--- config.mk ---
export PLATFORM = sky130hd
export DESIGN_NAME = ptrwin_top
export DESIGN_NICKNAME = d
export VERILOG_FILES = /design/src/rtl/ptrwin_pkg.sv /design/src/rtl/ptrwin_decode.sv /design/src/rtl/ptrwin_ptr.sv /design/src/rtl/ptrwin_ctrl.sv /design/src/rtl/ptrwin_top.sv
export SDC_FILE = /design/constraint.sdc
export NUM_CORES = 1
export LEC_CHECK = 0
export BUFFER_PORTS_ARGS = -buffer_cell sky130_fd_sc_hd__buf_4
export CAP_MARGIN = 20
export CORE_MARGIN = 1
export CORE_UTILIZATION = 56
export DETAILED_ROUTE_END_ITERATION = 16
export HOLD_SLACK_MARGIN = 0.12
export PLACE_DENSITY = 0.81
export SYNTH_ARGS = -nofsm -noshare
export SYNTH_HDL_FRONTEND = slang
export SYNTH_SLANG_ARGS = --single-unit
--- constraint.sdc ---
create_clock -name clk -period 3.65 [get_ports clk]
set_input_delay 0 -clock clk [delete_from_list [all_inputs] [get_ports clk]]
set_output_delay 0 -clock clk [all_outputs]
set_load 0.01 [all_outputs]
--- src/rtl/ptrwin_pkg.sv ---
package ptrwin_pkg;
  localparam int PW_ADDR_W  = 16;
  localparam int PW_DATA_W  = 8;
  localparam int PW_NUM_PTR = 2;
  localparam logic [15:0] PW_REG_BASE = 16'hE670;
  localparam logic [15:0] PW_WIN_BASE = 16'hE67B;

  typedef enum logic {
    TGT_MEM = 1'b0,
    TGT_REG = 1'b1
  } tgt_e;
endpackage

--- src/rtl/ptrwin_decode.sv ---
module ptrwin_decode
  import ptrwin_pkg::*;
#(
  parameter int ADDR_W  = PW_ADDR_W,
  parameter int NUM_PTR = PW_NUM_PTR,
  parameter int OFF_W   = 3,
  parameter logic [ADDR_W-1:0] REG_BASE = PW_REG_BASE,
  parameter logic [ADDR_W-1:0] WIN_BASE = PW_WIN_BASE
) (
  input  logic [ADDR_W-1:0]              bus_addr,
  input  logic                           mode,
  input  logic [NUM_PTR-1:0][ADDR_W-1:0] ptr_vals,
  output logic [ADDR_W-1:0]              eff_addr,
  output logic [NUM_PTR-1:0]             win_hit,
  output tgt_e                           target,
  output logic [OFF_W-1:0]               reg_off
);
  localparam int NUM_REGS = 1 + 2 * NUM_PTR;
  localparam logic [ADDR_W-1:0] REG_END = REG_BASE + ADDR_W'(NUM_REGS);

  logic [ADDR_W-1:0] rel;

  always_comb begin
    eff_addr = bus_addr;
    win_hit  = '0;
    for (int k = 0; k < NUM_PTR; k++) begin
      if (mode && (bus_addr == WIN_BASE + ADDR_W'(k))) begin
        win_hit[k] = 1'b1;
        eff_addr   = ptr_vals[k];
      end
    end
  end

  assign rel     = eff_addr - REG_BASE;
  assign reg_off = rel[OFF_W-1:0];
  assign target  = ((eff_addr >= REG_BASE) && (eff_addr < REG_END)) ? TGT_REG : TGT_MEM;
endmodule

--- src/rtl/ptrwin_ptr.sv ---
module ptrwin_ptr #(
  parameter int ADDR_W = 16,
  parameter int DATA_W = 8
) (
  input  logic              clk,
  input  logic              rst_n,
  input  logic              wr_hi,
  input  logic              wr_lo,
  input  logic [DATA_W-1:0] wdata,
  input  logic              inc,
  output logic [ADDR_W-1:0] value
);
  always_ff @(posedge clk or negedge rst_n) begin
    if (!rst_n) begin
      value <= '0;
    end else if (wr_hi) begin
      value[ADDR_W-1 -: DATA_W] <= wdata;
    end else if (wr_lo) begin
      value[DATA_W-1:0] <= wdata;
    end else if (inc) begin
      value <= value + ADDR_W'(1);
    end
  end
endmodule

--- src/rtl/ptrwin_ctrl.sv ---
module ptrwin_ctrl #(
  parameter int ADDR_W  = 16,
  parameter int DATA_W  = 8,
  parameter int NUM_PTR = 2,
  parameter int OFF_W   = 3
) (
  input  logic                           clk,
  input  logic                           rst_n,
  input  logic                           setup_wr,
  input  logic [DATA_W-1:0]              wdata,
  input  logic [OFF_W-1:0]               reg_off,
  input  logic [NUM_PTR-1:0][ADDR_W-1:0] ptr_vals,
  output logic                           mode,
  output logic [NUM_PTR-1:0]             inc_en,
  output logic [DATA_W-1:0]              reg_rdata
);
  localparam int SETUP_W = 1 + NUM_PTR;

  logic [SETUP_W-1:0] setup_q;

  always_ff @(posedge clk or negedge rst_n) begin
    if (!rst_n)        setup_q <= '0;
    else if (setup_wr) setup_q <= wdata[SETUP_W-1:0];
  end

  assign mode   = setup_q[0];
  assign inc_en = setup_q[SETUP_W-1:1];

  always_comb begin
    reg_rdata = '0;
    if (reg_off == '0) reg_rdata = DATA_W'(setup_q);
    for (int k = 0; k < NUM_PTR; k++) begin
      if (reg_off == OFF_W'(1 + 2 * k)) reg_rdata = ptr_vals[k][ADDR_W-1 -: DATA_W];
      if (reg_off == OFF_W'(2 + 2 * k)) reg_rdata = ptr_vals[k][DATA_W-1:0];
    end
  end
endmodule

--- src/rtl/ptrwin_top.sv ---
module ptrwin_top
  import ptrwin_pkg::*;
#(
  parameter int ADDR_W  = PW_ADDR_W,
  parameter int DATA_W  = PW_DATA_W,
  parameter int NUM_PTR = PW_NUM_PTR,
  parameter logic [ADDR_W-1:0] REG_BASE = PW_REG_BASE,
  parameter logic [ADDR_W-1:0] WIN_BASE = PW_WIN_BASE
) (
  input  logic              clk,
  input  logic              rst_n,
  input  logic              cpu_valid,
  output logic              cpu_ready,
  input  logic              cpu_we,
  input  logic [ADDR_W-1:0] cpu_addr,
  input  logic [DATA_W-1:0] cpu_wdata,
  output logic              cpu_rvalid,
  output logic [DATA_W-1:0] cpu_rdata,
  output logic              mem_valid,
  input  logic              mem_ready,
  output logic              mem_we,
  output logic [ADDR_W-1:0] mem_addr,
  output logic [DATA_W-1:0] mem_wdata,
  input  logic [DATA_W-1:0] mem_rdata
);
  localparam int NUM_REGS = 1 + 2 * NUM_PTR;
  localparam int OFF_W    = $clog2(NUM_REGS);

  logic [NUM_PTR-1:0][ADDR_W-1:0] ptr_vals;
  logic [NUM_PTR-1:0]             win_hit;
  logic [NUM_PTR-1:0]             inc_en;
  logic [ADDR_W-1:0]              eff_addr;
  logic [OFF_W-1:0]               reg_off;
  logic [DATA_W-1:0]              reg_rdata;
  tgt_e                           target;
  logic                           mode;
  logic                           take;
  logic                           reg_wr;
  logic                           rint_q;
  logic [DATA_W-1:0]              rreg_q;

  ptrwin_decode #(
    .ADDR_W(ADDR_W), .NUM_PTR(NUM_PTR), .OFF_W(OFF_W),
    .REG_BASE(REG_BASE), .WIN_BASE(WIN_BASE)
  ) u_dec (
    .bus_addr(cpu_addr), .mode(mode), .ptr_vals(ptr_vals),
    .eff_addr(eff_addr), .win_hit(win_hit), .target(target), .reg_off(reg_off)
  );

  assign cpu_ready = (target == TGT_REG) || mem_ready;
  assign take      = cpu_valid && cpu_ready;
  assign reg_wr    = take && cpu_we && (target == TGT_REG);

  assign mem_valid = cpu_valid && (target == TGT_MEM);
  assign mem_we    = cpu_we;
  assign mem_addr  = eff_addr;
  assign mem_wdata = cpu_wdata;

  ptrwin_ctrl #(
    .ADDR_W(ADDR_W), .DATA_W(DATA_W), .NUM_PTR(NUM_PTR), .OFF_W(OFF_W)
  ) u_ctrl (
    .clk(clk), .rst_n(rst_n),
    .setup_wr(reg_wr && (reg_off == '0)),
    .wdata(cpu_wdata), .reg_off(reg_off), .ptr_vals(ptr_vals),
    .mode(mode), .inc_en(inc_en), .reg_rdata(reg_rdata)
  );

  for (genvar k = 0; k < NUM_PTR; k++) begin : g_ptr
    ptrwin_ptr #(.ADDR_W(ADDR_W), .DATA_W(DATA_W)) u_ptr (
      .clk(clk), .rst_n(rst_n),
      .wr_hi(reg_wr && (reg_off == OFF_W'(1 + 2 * k))),
      .wr_lo(reg_wr && (reg_off == OFF_W'(2 + 2 * k))),
      .wdata(cpu_wdata),
      .inc(take && win_hit[k] && inc_en[k]),
      .value(ptr_vals[k])
    );
  end

  always_ff @(posedge clk or negedge rst_n) begin
    if (!rst_n) begin
      cpu_rvalid <= 1'b0;
      rint_q     <= 1'b0;
      rreg_q     <= '0;
    end else begin
      cpu_rvalid <= take && !cpu_we;
      if (take) begin
        rint_q <= (target == TGT_REG);
        rreg_q <= reg_rdata;
      end
    end
  end

  assign cpu_rdata = rint_q ? rreg_q : mem_rdata;
endmodule

=== Yosys cells after proc, flatten, opt, wreduce, memory -nomap -nowiden ===
Cells that the tools add are included.
W data, S select, Z words.

* Equality and inequality tests: 8
* Add/sub/neg operators: 3
* Multiplexer cells: 19
* Shift-type cells: 0
* Div/mod/pow operators: 0
* Bitwise operators: 3
* Order comparisons: 2
* Reduce and logical (&&, ||, !) cells: 28
* Multiply operators: 0

{| class="wikitable"
|+ Operators by type and width
! operator !! number
|-
| $mux W8 || 11
|-
| $mux W16 || 4
|-
| $add A16 B1 Y16 const B || 2
|-
| $eq A16 B16 Y1 const B || 2
|-
| $logic_and A1 B1 Y1 || 17
|-
| $ge A16 B16 Y1 const B || 1
|-
| $lt A16 B16 Y1 const B || 1
|-
| $reduce_and A2 Y1 || 4
|-
| $reduce_bool A2 Y1 || 4
|-
| $eq A3 B2 Y1 const B || 2
|-
| $ne A2 B1 Y1 const B || 2
|-
| $eq A3 B1 Y1 const B || 1
|-
| $eq A3 B3 Y1 const B || 1
|-
| $logic_not A3 Y1 || 1
|-
| $mux W1 || 3
|-
| $mux W3 || 1
|-
| $not A1 Y1 || 3
|-
| $sub A3 B1 Y3 const B || 1
|-
| $logic_not A1 Y1 || 1
|-
| $logic_or A1 B1 Y1 || 1
|}

* Input port bits: 37
* Bits in read-only memories: 0
* Logic and storage cells: 71
* Bits in registers: 45
* RAM bits: 0
* Output and inout bits: 36
* Bits in latches: 0
* Memories kept: 0

=== Longest topological paths before layout ===
Gate-level depths: netlist (run 1).

* Word-level depth: 14
* Mapped depth: 12

=== By module ===
Synthesis (run 1) repeated with hierarchy kept, for this count alone.

* Cell total of the unflattened synthesis: 416
* Area total of the unflattened synthesis: 3,598.5 um2

{| class="wikitable"
|+ By module, submodules not included
! module !! area an instance (um2) !! instances !! cells an instance
|-
| ptrwin_ptr || 968.4 || 2 || 111
|-
| ptrwin_top || 648.1 || 1 || 55
|-
| ptrwin_decode || 623.1 || 1 || 98
|-
| ptrwin_ctrl || 390.4 || 1 || 41
|}

=== Least setup slack after synthesis (run 1) ===
No wires, ideal clock.

* Path kind: flip-flop to flip-flop
* Start: register u_ctrl.setup_q[0]
* End: register g_ptr[1].u_ptr.value[9]
* Period minus slack after synthesis: 2.846 ns
* Path slack: 0.804 ns
* Cell stages (with the launch flop): 12
* Data arrival time: 2.725 ns
* Data required time: 3.529 ns
* Buffers on the path: 3
* Cells stage by stage: dfrtp_1 -> nand4b_1 -> or4_4 -> buf_6 -> nor3_4 -> a2bb2oi_2 -> and4_4 -> nand2_2 -> or4_4 -> buf_6 -> buf_6 -> o22a_1

* Cells in the longest elaborated chain, start to end: 13
* Elaborated cells between the ends (all ways): 24
* Classes of those cells: add/sub (1); order compare (2); eq/ne (3); mux (5); reduce/logical (13)

{| class="wikitable"
|+ Ends and longest elaborated chain
! what !! line !! RTL
|-
| start: declaration || ptrwin_ctrl.sv:19 || <nowiki>logic [SETUP_W-1:0] setup_q;</nowiki>
|-
| start signal: assignment || ptrwin_ctrl.sv:23 || <nowiki>else if (setup_wr) setup_q <= wdata[SETUP_W-1:0];</nowiki>
|-
| $logic_and A1 B1 Y1 || ptrwin_decode.sv:27 || <nowiki>if (mode && (bus_addr == WIN_BASE + ADDR_W'(k))) begin</nowiki>
|-
| $mux W16 (2 in a row) || ptrwin_decode.sv:27 ||
|-
| $ge A16 B16 Y1 / $lt A16 B16 Y1 (equally long branches) || ptrwin_decode.sv:36 || <nowiki>assign target = ((eff_addr >= REG_BASE) && (eff_addr < REG_END)) ? TGT_REG : TGT_MEM;</nowiki>
|-
| $logic_and A1 B1 Y1 || ptrwin_decode.sv:36 ||
|-
| $mux W1 || ptrwin_decode.sv:36 ||
|-
| $logic_or A1 B1 Y1 || ptrwin_top.sv:50 || <nowiki>assign cpu_ready = (target == TGT_REG) || mem_ready;</nowiki>
|-
| $logic_and A1 B1 Y1 || ptrwin_top.sv:51 || <nowiki>assign take = cpu_valid && cpu_ready;</nowiki>
|-
| $logic_and A1 B1 Y1 (2 in a row) || ptrwin_top.sv:52 || <nowiki>assign reg_wr = take && cpu_we && (target == TGT_REG);</nowiki>
|-
| $logic_and A1 B1 Y1 (on tied branches) || ptrwin_top.sv:72, ptrwin_top.sv:71 ||
|-
| $ne A2 B1 Y1 (no line) / $reduce_bool A2 Y1 (equally long branches) || -- ||
|-
| $reduce_and A2 Y1 (no line) || -- ||
|-
| end signal: indexed assignment || ptrwin_ptr.sv:17 || <nowiki>value[ADDR_W-1 -: DATA_W] <= wdata;</nowiki>
|-
| end signal: indexed assignment || ptrwin_ptr.sv:19 || <nowiki>value[DATA_W-1:0] <= wdata;</nowiki>
|-
| end signal: assignment || ptrwin_ptr.sv:21 || <nowiki>value <= value + ADDR_W'(1);</nowiki>
|-
| end: declaration || ptrwin_ptr.sv:11 || <nowiki>output logic [ADDR_W-1:0] value</nowiki>
|}

Parallel ways exist; a longest one is shown, timed or not.
A chain may end at the register's enable or synchronous reset.

=== Final worst setup path (run 1) ===
* Start: register u_ctrl.setup_q[0]
* End: register g_ptr[0].u_ptr.value[3]

* Cells in the longest elaborated chain, start to end: 13
* Elaborated cells between the ends (all ways): 24
* Classes of those cells: add/sub (1); order compare (2); eq/ne (2); mux (5); bitwise (1); reduce/logical (13)

{| class="wikitable"
|+ Ends and longest elaborated chain
! what !! line
|-
| $logic_and A1 B1 Y1 || ptrwin_decode.sv:27
|-
| $mux W16 (2 in a row) || ptrwin_decode.sv:27
|-
| $ge A16 B16 Y1 / $lt A16 B16 Y1 (equally long branches) || ptrwin_decode.sv:36
|-
| $logic_and A1 B1 Y1 || ptrwin_decode.sv:36
|-
| $mux W1 || ptrwin_decode.sv:36
|-
| $logic_or A1 B1 Y1 || ptrwin_top.sv:50
|-
| $logic_and A1 B1 Y1 || ptrwin_top.sv:51
|-
| $logic_and A1 B1 Y1 (2 in a row) || ptrwin_top.sv:52
|-
| $logic_and A1 B1 Y1 (on tied branches) || ptrwin_top.sv:72, ptrwin_top.sv:71
|-
| $reduce_bool A2 Y1 (no line) / $not A1 Y1 (equally long branches) || --
|-
| $reduce_and A2 Y1 (no line) || --
|-
| end signal: indexed assignment || ptrwin_ptr.sv:17
|-
| end signal: indexed assignment || ptrwin_ptr.sv:19
|-
| end signal: assignment || ptrwin_ptr.sv:21
|-
| end: declaration || ptrwin_ptr.sv:11
|}

Parallel ways exist; a longest one is shown, timed or not.

==> reports/results.ini, run 1 <==
[final_layout]
nets = 543
fin_util_pct = 71.8
final_cell_mix = buf_4, nor2_1, dfrtp_1
seq_area_um2 = 1130
multi_input_area_um2 = 2270
synthToLayoutAreaGrowth_pct = 20.6
n_fill_cell = 510
drive_above_1_share_pct = 24.8
final_common_cell = buf_4
diodes = 0

[place]
pre_cts_ws_ns = 0.309
gp_congestion = 0.989
io_buffers = 72
dpl.hpwl_mm = 9.09

[timing]
max_slew.worst_pin.slew_ns = 0.798
hold_viol_final = 0
finalSetupViolCount = 0
slew_headroom_pct = 46.4
fin_skew_ns = 0.00832
worst_slack_ns = 0.248
timing.final.crit_share_pct = 93.2
rsz0062_at_grt = no
finalSetupTns_ns = 0
fin_crit_ns = 3.40
max_freq_mhz = 294
drv_slew = 0

[clock_tree]
cts.repair.resized = 0
clockRootBuffer = clkbuf_8
cts_tree = built
cts.htree.levels = 2
clk_latency_ns = 0.30
cts_sinks = 45
cts_buffers = 5
clkTransAtPathRegs_ns = 0.10
cts_hold_buf = 11
clock_path_buffers = 2
post_cts_buffers = 0

[floorplan]
core_um2 = 6100
die_w_um = 82.5
die_y_um = 82.5
start_util_pct = 59.6
placementRows = 28
io_pins = 73
dieArea_um2 = 6810

[route]
wl_per_cell_um = 21.3
final_antenna_net_count = 0
dr.pass1.iters = 5
via_count = 3872
drtIter0Drc = 554
drt-vias-per-instance = 6.68
drc = 0
wirelength_mm = 12.4

[global_route]
grt_pass1_wl_mm = 18.8
grt.total_usage_pct = 38.3
antenna_found_initial = 0
gr-total-overflow = 0
grt_max_degree = 46
first_global_vias = 3610

[synthesis]
yosysWarningCount = 0
ys_ff_latch = 45
seq_area_frac_synth_pct = 31.0
synth_ff_type = dfrtp_1
synth_nets = 472
syn_area_um2 = 3630
avgSynthCellArea_um2 = 8.39
netlist_instances = 433
synth_enable_flop_cells = 0
synthArstFlopShare_pct = 100
synth.distinct_cells = 74

[setup_path]
worst_ep_required_time_ns = 3.80
cp_max_fo = 12
worst-path-buf-inv = 1
path_cells = nand4b_1 -> or4_4 -> o31ai_2 -> a21o_1 -> inv_2 -> or3_1 -> or3_1 -> and4_4 -> xnor2_1 -> a21oi_1
r2r.worst_path.cells = 10
reg2reg_slack_ns = 0.25
critical_path_arrival_ns = 3.56
cp-end-kind = flip-flop
path_class = reg -> reg
r2r-end = g_ptr[0].u_ptr.value[3]
startpoint_type = flip-flop
rr_startpoint = u_ctrl.setup_q[0]
cp_slowest_cell = or4_4
crit_top_cell = or3_1
cpPeakStageDelay_ns = 0.64
critPathTopFamily = simple AND/OR/NAND/NOR gates

[power_and_ir_drop]
clkPwrFrac_pct = 30.5
sw_frac_of_total_pct = 29.0
p_leak_nw = 1.98
ir_drop_v = 0.000211
powerDensity_nw_per_um2 = 238
p_int_mw = 0.741
p_seq_share_pct = 49.2
p_comb_share_pct = 20.3
p_switching_mw = 0.303

[worst_hold_path]
holdPathEnd = rint_q
hold_depth = 3
min-delay-start = mem_ready
hold_path_class = in -> reg

[run]
maxCapViolations = 0

[status]
status = finished clean

[worst min-delay path: cells and delay by family]
family	cells	cell delay [ns]
AOI/OAI and AO/OA	1	0.19
buffers and inverters	1	0.12
and+or+nand+nor	1	0.11
[sequential cells by signal, indices dropped and copies added (netlist names)]
signal             flops
cpu_rvalid             1
rint_q                 1
rreg_q                 8
g_ptr.u_ptr.value     32
u_ctrl.setup_q         3
[worst max path at each step]
stage | from | endpoint | slack [ns] | cells after the start
after CTS | u_ctrl.setup_q[0] | g_ptr[0].u_ptr.value[3] | 0.30 | 10
after global routing | u_ctrl.setup_q[0] | g_ptr[1].u_ptr.value[1] | 0.02 | 9
final | u_ctrl.setup_q[0] | g_ptr[0].u_ptr.value[3] | 0.25 | 10
after global placement | u_ctrl.setup_q[0] | g_ptr[0].u_ptr.value[4] | 0.41 | 10
after floorplan | u_ctrl.setup_q[0] | g_ptr[1].u_ptr.value[9] | 0.80 | 11
after detailed placement | u_ctrl.setup_q[0] | g_ptr[0].u_ptr.value[3] | 0.31 | 10
[cell families (layout without fill, tap and decap cells)]
logic type,count (synthesis),count (layout),synth area share [%]
and+or+nand+nor,178,178,27.0
AOI/OAI and AO/OA,121,121,23.0
DFF,45,45,31.0
buffers and inverters,45,117,6.75
xor gates and xnor gates,23,23,5.55
muxes,19,19,6.03
adders and majority gates,2,2,0.689
[Yosys cell counts, types with 10 or more instances]
cell	number	area (um2)
nor3_1	13	65.1
o21ai_0	23	115
and3_1	16	100
clkbuf_1	11	41.3
mux2_2	11	124
nor2_1	45	169
nand4_1	16	100
xnor2_1	15	131
a21oi_1	27	135
dfrtp_1	45	1130
buf_2	10	50.1
inv_1	10	37.5
nand2_1	42	158
[through the flow]
step	cells	hold slack, ns	power [mW]	cell area [um2]
after floorplan	433	-0.296	0.625	3630
after CTS	580	0.128	1.05	4380
after global placement	561	0.0351	0.722	4180
after detailed placement	561	0.0367	0.723	4180
final	580	0.150	1.04	4380
after global routing	580	0.127	1.09	4380
[power groups by stage]
stage               Combinational [mW]  Clock, mW  Sequential [mW]
finish                           0.212      0.318            0.514
floorplan                        0.103          0            0.522
global route                     0.231      0.347            0.515
global placement                 0.199          0            0.523
detailed placement               0.199          0            0.524
CTS                              0.210      0.326            0.514
[layer usage]
layer / up-vias / global-route usage [%] / routed length [um]
met1: 1823 / 53.1 / 4970
met5: - / 0 / 0
met4: 0 / 15.3 / 335
li1: 1739 / - / -
met3: 42 / 8.35 / 1450
met2: 268 / 57.8 / 5630
[area by class of cell]
type / instances / area share (%)
clock inverter: 2 / 0.343
tap: 75 / 2.14
inverter: 11 / 0.943
sequential: 45 / 25.7
clock buffer: 6 / 1.66
multi-input combinational: 343 / 51.8
timing repair buffer: 98 / 17.4
No activity file was read; power rests on OpenSTA's default activity.
==> run 2, diff against run 1 <==
==> constraint.sdc (replaced) <==
create_clock -name clk -period 3.65 [get_ports clk]
set_input_delay 0.1825 -clock clk [delete_from_list [all_inputs] [get_ports clk]]
set_output_delay 0.1825 -clock clk [all_outputs]
set_load 0.01 [all_outputs]
==> run 2 against run 1 <==
First-iteration DRC count up 23%; clock skew increased by 0.0022 ns; cell count is 0.17% higher; design area grew 0.46%; worst hold slack worse by 0.016 ns; global-route usage rose by 0.85 points; combinational power fell by 2%; critical endpoint is now g_ptr[1].u_ptr.value[1].
==> reports/results.ini, run 2 (synthesis results as in run 1) <==
[floorplan]
core_um2 = 6100  ; unchanged
io_pins = 73  ; unchanged
placementRows = 28  ; unchanged
start_util_pct = 59.6  ; unchanged
dieArea_um2 = 6810  ; unchanged
die_y_um = 82.5  ; unchanged
die_w_um = 82.5  ; unchanged

[setup_path]
worst_ep_required_time_ns = 3.85  ; +0.05 ns
cp_slowest_cell = or4_4
cpPeakStageDelay_ns = 0.64  ; about the same
path_cells = nand4b_1 -> or4_4 -> o21ai_0 -> o2111a_1 -> nand4_2 -> o21a_1 -> nor2_1 -> nor4bb_1 -> nor3_2
startpoint_type = flip-flop
cp-end-kind = flip-flop
cp_max_fo = 13  ; +1
rr_startpoint = u_ctrl.setup_q[0]
path_class = reg -> reg
crit_start = u_ctrl.setup_q[0]
critical_path_arrival_ns = 3.72  ; +0.16 ns

[timing]
slew_headroom_pct = 50.5  ; +4.0 points
hold_viol_final = 0  ; unchanged
max_slew.worst_pin.slew_ns = 0.738  ; -0.0601 ns
fin_crit_ns = 3.53  ; +0.125 ns
drv_slew = 0  ; unchanged
finalSetupTns_ns = 0  ; unchanged
finalSetupViolCount = 0  ; unchanged
timing.final.crit_share_pct = 96.6  ; +3.4 points
fin_skew_ns = 0.0105  ; +0.00218 ns
rsz0062_at_grt = no
max_freq_mhz = 284  ; -3.5%

[place]
io_buffers = 72  ; unchanged
dp.cells = 571  ; +1.8%
dpl.hpwl_mm = 9.58  ; +5.4%
gp_congestion = 1.02  ; +3.5%

[route]
wl_per_cell_um = 22.4  ; +4.8%
dr.pass1.iters = 5  ; unchanged
drtIter0Drc = 681  ; +23%
drc = 0  ; unchanged
drt-vias-per-instance = 6.75  ; +1.2%
wirelength_mm = 13.0  ; +4.9%
final_antenna_net_count = 0  ; unchanged
via_count = 3924  ; +1.3%

[global_route]
antenna_found_initial = 0  ; unchanged
grt_pass1_wl_mm = 19.0  ; +0.84%
grt_max_degree = 46  ; unchanged
gr-total-overflow = 0  ; unchanged
grt.total_usage_pct = 39.1  ; +0.85 points
first_global_vias = 3556  ; -1.5%

[power_and_ir_drop]
p_leak_nw = 2.02  ; +1.9%
p_seq_share_pct = 45.5  ; -3.7 points
powerDensity_nw_per_um2 = 257  ; +7.7%
p_int_mw = 0.809  ; +9.2%
ir_drop_v = 0.000173  ; -18%
clkPwrFrac_pct = 36.1  ; +5.6 points
p_switching_mw = 0.320  ; +5.7%
p_comb_share_pct = 18.4  ; -1.9 points
sw_frac_of_total_pct = 28.4  ; -0.66 points

[clock_tree]
cts_buffers = 5  ; unchanged
cts_sinks = 45  ; unchanged
cts.htree.levels = 2  ; unchanged
post_cts_buffers = 0  ; unchanged
clk_latency_ns = 0.31  ; about the same
clkTransAtPathRegs_ns = 0.10  ; about the same
clock_path_buffers = 2  ; unchanged
cts_tree = built
clockRootBuffer = clkbuf_8

[final_layout]
nets = 544  ; +0.18%
final_cells = 581  ; +0.17%
synthToLayoutAreaGrowth_pct = 21.1
diodes = 0  ; unchanged
top_regs = g_ptr.u_ptr.value (32), rreg_q (8), u_ctrl.setup_q (3)
final_common_cell = buf_4
largest_reg_flops = 32  ; unchanged
regMostFlops = g_ptr.u_ptr.value
drive_above_1_share_pct = 27.1  ; +2.3 points
final_cell_mix = buf_4, nor2_1, dfrtp_1

[run]
maxCapViolations = 0  ; unchanged

[worst_hold_path]
min-delay-start = cpu_wdata[3]
hold_path_class = in -> reg

[status]
status = finished clean

-- run 2: cell count changes in the layout (fill, tap and decap cells not counted), sizes merged --
cell	change
bufinv	+1
buf	+10
inv	+2
dlygate4sd3	-9
clkbuf	-1
clkinvlp	-2
-- run 2: routing by layer --
layer,global-route usage [%],routed length (um)
met2,62.1,5950
met4,12.1,401
met1,53.7,4940
met5,0,0
met3,7.69,1700
-- run 2: worst max-delay path: cells and delay by family, from the launching register on --
family | cells | cell delay [ns]
compound gates | 3 | 1.04
flops | 1 | 0.41
simple gates | 6 | 1.96
-- run 2: path summary, 6_finish.rpt --
kind | to | slack, ns | depth (start not counted)
max | g_ptr[1].u_ptr.value[1] | 0.12 | 9
min | g_ptr[0].u_ptr.value[11] | 0.13 | 3
max reg2reg | g_ptr[1].u_ptr.value[1] | 0.12 | 9
max in group asynchronous | g_ptr[1].u_ptr.value[4] | 2.82 | 2
min reg2reg | rreg_q[1] | 0.49 | 2
min in group asynchronous | u_ctrl.setup_q[2] | 0.42 | 2
-- run 2: metrics by stage --
step	power [mW]	util [%]	area [um2]	hold slack (ns)	worst slack, ns
finish	1.13	72.2	4400	0.134	0.123
CTS	1.13	72.1	4390	0.126	0.205
global placement	0.722	69.8	4260	0.218	0.378
detailed placement	0.725	69.8	4260	0.228	0.207
floorplan	0.625	-	3630	-0.113	0.804
global route	1.16	72.2	4400	0.137	0.00394
-- run 2: repair_timing --
action,4_1_cts,5_1_grt
gates resized for setup,0,1
endpoints found under the hold margin,46,0
hold buffers,2,0
setup endpoints to repair,0,3
-- run 2: area by class of cell --
cell class              count  area (um2)
repair buffers             99         748
inverters                  11        41.3
well taps                  75        93.8
clock inverters             3        47.5
multi-input cells         343        2270
clock buffers               5        68.8
flip-flops and latches     45        1130
fillers                   501        1700
-- run 2: power groups by stage --
stage	sequential [mW]	clock, mW	combinational [mW]
6_report	0.514	0.407	0.208
5_1_grt	0.516	0.424	0.225
4_1_cts	0.514	0.412	0.203
3_5_place_dp	0.524	0	0.201
3_3_place_gp	0.523	0	0.198
2_1_floorplan	0.522	0	0.103
==> run 3, diff against run 2 <==
--- a/config.mk
+++ b/config.mk
@@ -8,10 +8,10 @@
 export BUFFER_PORTS_ARGS = -buffer_cell sky130_fd_sc_hd__buf_4
 export CAP_MARGIN = 20
 export CORE_MARGIN = 1
-export CORE_UTILIZATION = 56
+export CORE_UTILIZATION = 55
 export DETAILED_ROUTE_END_ITERATION = 16
 export HOLD_SLACK_MARGIN = 0.12
-export PLACE_DENSITY = 0.81
+export PLACE_DENSITY = 0.8
 export SYNTH_ARGS = -nofsm -noshare
 export SYNTH_HDL_FRONTEND = slang
 export SYNTH_SLANG_ARGS = --single-unit
==> run 3 against run 2 <==
Fmax grew 2.5%; first-iteration DRC count shrank 26%; setup slack gained 0.086 ns; cell count is the same; utilization shrank 3.3 points; register-to-register slack gained 0.09 ns; non-clock buffer count shrank 2; design area shrank 0.54%; global-route usage shrank 3.0 points; die area grew 1.8%; critical endpoint is now g_ptr[0].u_ptr.value[4]; largest power group unchanged.
==> reports/results.ini, run 3 (synthesis results as in run 1) <==
[status]
status = finished clean

[final_layout]
multi_input_area_um2 = 2270  ; unchanged
finalInstanceArea_um2 = 4380  ; -0.54%
nets = 542  ; -0.37%
regMostFlops = g_ptr.u_ptr.value
seq_area_um2 = 1130  ; unchanged
final_cell_mix = buf_4, nor2_1, dfrtp_1
n_fill_cell = 549  ; +9.6%
drive_above_1_share_pct = 26.2  ; -0.88 points
top_regs = g_ptr.u_ptr.value (32), rreg_q (8), u_ctrl.setup_q (3)
final_common_cell = buf_4
fin_util_pct = 68.9  ; -3.3 points
largest_reg_flops = 32  ; unchanged
diodes = 0  ; unchanged
synthToLayoutAreaGrowth_pct = 20.5

[global_route]
antenna_found_initial = 0  ; unchanged
grt.total_usage_pct = 36.1  ; -3.0 points
grt_pass1_wl_mm = 19.6  ; +3.0%
gr-total-overflow = 0  ; unchanged
first_global_vias = 3811  ; +7.2%
grt_max_degree = 46  ; unchanged

[clock_tree]
cts_tree = built
cts_sinks = 45  ; unchanged
clock_path_buffers = 2  ; unchanged
cts.htree.levels = 2  ; unchanged
clkTransAtPathRegs_ns = 0.11  ; about the same
clockRootBuffer = clkbuf_8
cts_buffers = 5  ; unchanged
clk_latency_ns = 0.32  ; about the same

[power_and_ir_drop]
sw_frac_of_total_pct = 31.0  ; +2.7 points
p_leak_nw = 2.00  ; -1.2%
p_comb_share_pct = 19.5  ; +1.1 points
clkPwrFrac_pct = 33.2  ; -2.9 points
p_int_mw = 0.749  ; -7.4%
p_switching_mw = 0.337  ; +5.3%
ir_drop_v = 0.000162  ; -6.7%
p_seq_share_pct = 47.3  ; +1.8 points
powerDensity_nw_per_um2 = 248  ; -3.3%

[setup_path]
cp_slowest_cell = or3_1
startpoint_type = flip-flop
critPathTopFamily = simple AND/OR/NAND/NOR gates
cpPeakStageDelay_ns = 0.60  ; -0.04 ns
path_cells = nand4b_1 -> nor4_2 -> buf_4 -> a31oi_1 -> o21ai_1 -> nor2_1 -> or3_1 -> and4_1 -> xnor2_1 -> a21oi_1
cp-end-kind = flip-flop
worst_ep_required_time_ns = 3.84  ; about the same
worst-path-buf-inv = 1  ; +1
path_class = reg -> reg
critical_path_arrival_ns = 3.63  ; -0.09 ns
cp_max_fo = 10  ; -3

[timing]
fin_crit_ns = 3.44  ; -0.0859 ns
rsz0062_at_grt = no
max_freq_mhz = 291  ; +2.5%
hold_viol_final = 0  ; unchanged
finalSetupViolCount = 0  ; unchanged
timing.final.crit_share_pct = 94.3  ; -2.4 points
max_slew.worst_pin.slew_ns = 0.683  ; -0.0547 ns
slew_headroom_pct = 54.1  ; +3.7 points
drv_slew = 0  ; unchanged
finalSetupTns_ns = 0  ; unchanged
fin_skew_ns = 0.0132  ; +0.00273 ns
worst_slack_ns = 0.209  ; +0.0859 ns

[route]
wirelength_mm = 12.4  ; -4.2%
dr.pass1.iters = 6  ; +1
final_antenna_net_count = 0  ; unchanged
wl_per_cell_um = 21.4  ; -4.2%
drc = 0  ; unchanged
drtIter0Drc = 507  ; -26%
via_count = 3947  ; +0.59%
drt-vias-per-instance = 6.79  ; +0.59%

[floorplan]
placementRows = 29  ; +3.6%
die_y_um = 83.3  ; +0.88%
die_w_um = 83.3  ; +0.88%
start_util_pct = 57.2  ; -2.4 points
io_pins = 73  ; unchanged
core_um2 = 6350  ; +4.2%
dieArea_um2 = 6930  ; +1.8%

[place]
postPlaceCellArea_um2 = 4220  ; -0.82%
gp_congestion = 1.09  ; +6.5%
io_buffers = 72  ; unchanged
dpl.hpwl_mm = 9.23  ; -3.7%
pre_cts_ws_ns = 0.323  ; +0.116 ns

[run]
maxCapViolations = 0  ; unchanged

[worst_hold_path]
hold_path_class = in -> reg

run 3: cell types whose count changed in the layout (fill, tap and decap cells not counted), sizes merged:
| cell | delta |
|---|---|
| buf | -5 |
| bufinv | -1 |
| dlygate4sd3 | +3 |
| inv | +1 |
run 3: timing repair:
| action | in CTS | in global routing |
|---|---|---|
| hold buffers | 5 | 0 |
| buffers inserted | 0 | 0 |
| hold endpoints to repair | 49 | 0 |
| resized for setup | 0 | 1 |
| setup endpoints to repair | 0 | 3 |
run 3: area by class of cell:
type	count	area share (%)
clock buffers	5	1.57
flip-flops and latches	45	25.7
well taps	77	2.20
clock inverters	3	0.658
multi-input cells	343	52.0
repair buffers	97	16.9
inverters	11	0.944
run 3: path summary, 6_finish.rpt:
path,slack [ns],from,depth (start not counted),end
min reg2reg,0.48,rreg_q[2],2,rreg_q[2]
max in group asynchronous,2.81,rst_n,2,g_ptr[0].u_ptr.value[8]
min,0.13,cpu_wdata[7],3,g_ptr[0].u_ptr.value[15]
min in group asynchronous,0.40,rst_n,2,rreg_q[6]
max,0.21,u_ctrl.setup_q[0],10,g_ptr[0].u_ptr.value[4]
max reg2reg,0.21,u_ctrl.setup_q[0],10,g_ptr[0].u_ptr.value[4]
run 3: metrics by stage:
step | hold slack [ns] | instances | power (mW)
floorplan | -0.113 | 433 | 0.625
global placement | 0.226 | 568 | 0.725
detailed placement | 0.230 | 568 | 0.728
CTS | 0.126 | 581 | 1.09
global route | 0.149 | 581 | 1.12
finish | 0.125 | 581 | 1.09
run 3: routing by layer:
| metal | wire (um) | up-vias | GRT usage [%] |
|---|---|---|---|
| li1 | - | 1729 | - |
| met1 | 4710 | 1870 | 47.7 |
| met2 | 5760 | 302 | 58.3 |
| met3 | 1520 | 46 | 7.06 |
| met4 | 456 | 0 | 13.9 |
| met5 | 0 | - | 0 |
run 3: power groups by stage:
stage / clock network (mW) / registers (mW) / logic [mW]
2_1_floorplan: 0 / 0.522 / 0.103
3_3_place_gp: 0 / 0.523 / 0.202
3_5_place_dp: 0 / 0.524 / 0.204
4_1_cts: 0.363 / 0.514 / 0.209
5_1_grt: 0.383 / 0.515 / 0.226
6_report: 0.361 / 0.514 / 0.212
run 3: worst min-delay path: cells and delay by family:
| family | cells | cell delay, ns |
|---|---|---|
| AND/OR/NAND/NOR | 1 | 0.05 |
| AO/OA/AOI/OAI | 1 | 0.07 |
| buffers and inverters | 1 | 0.11 |
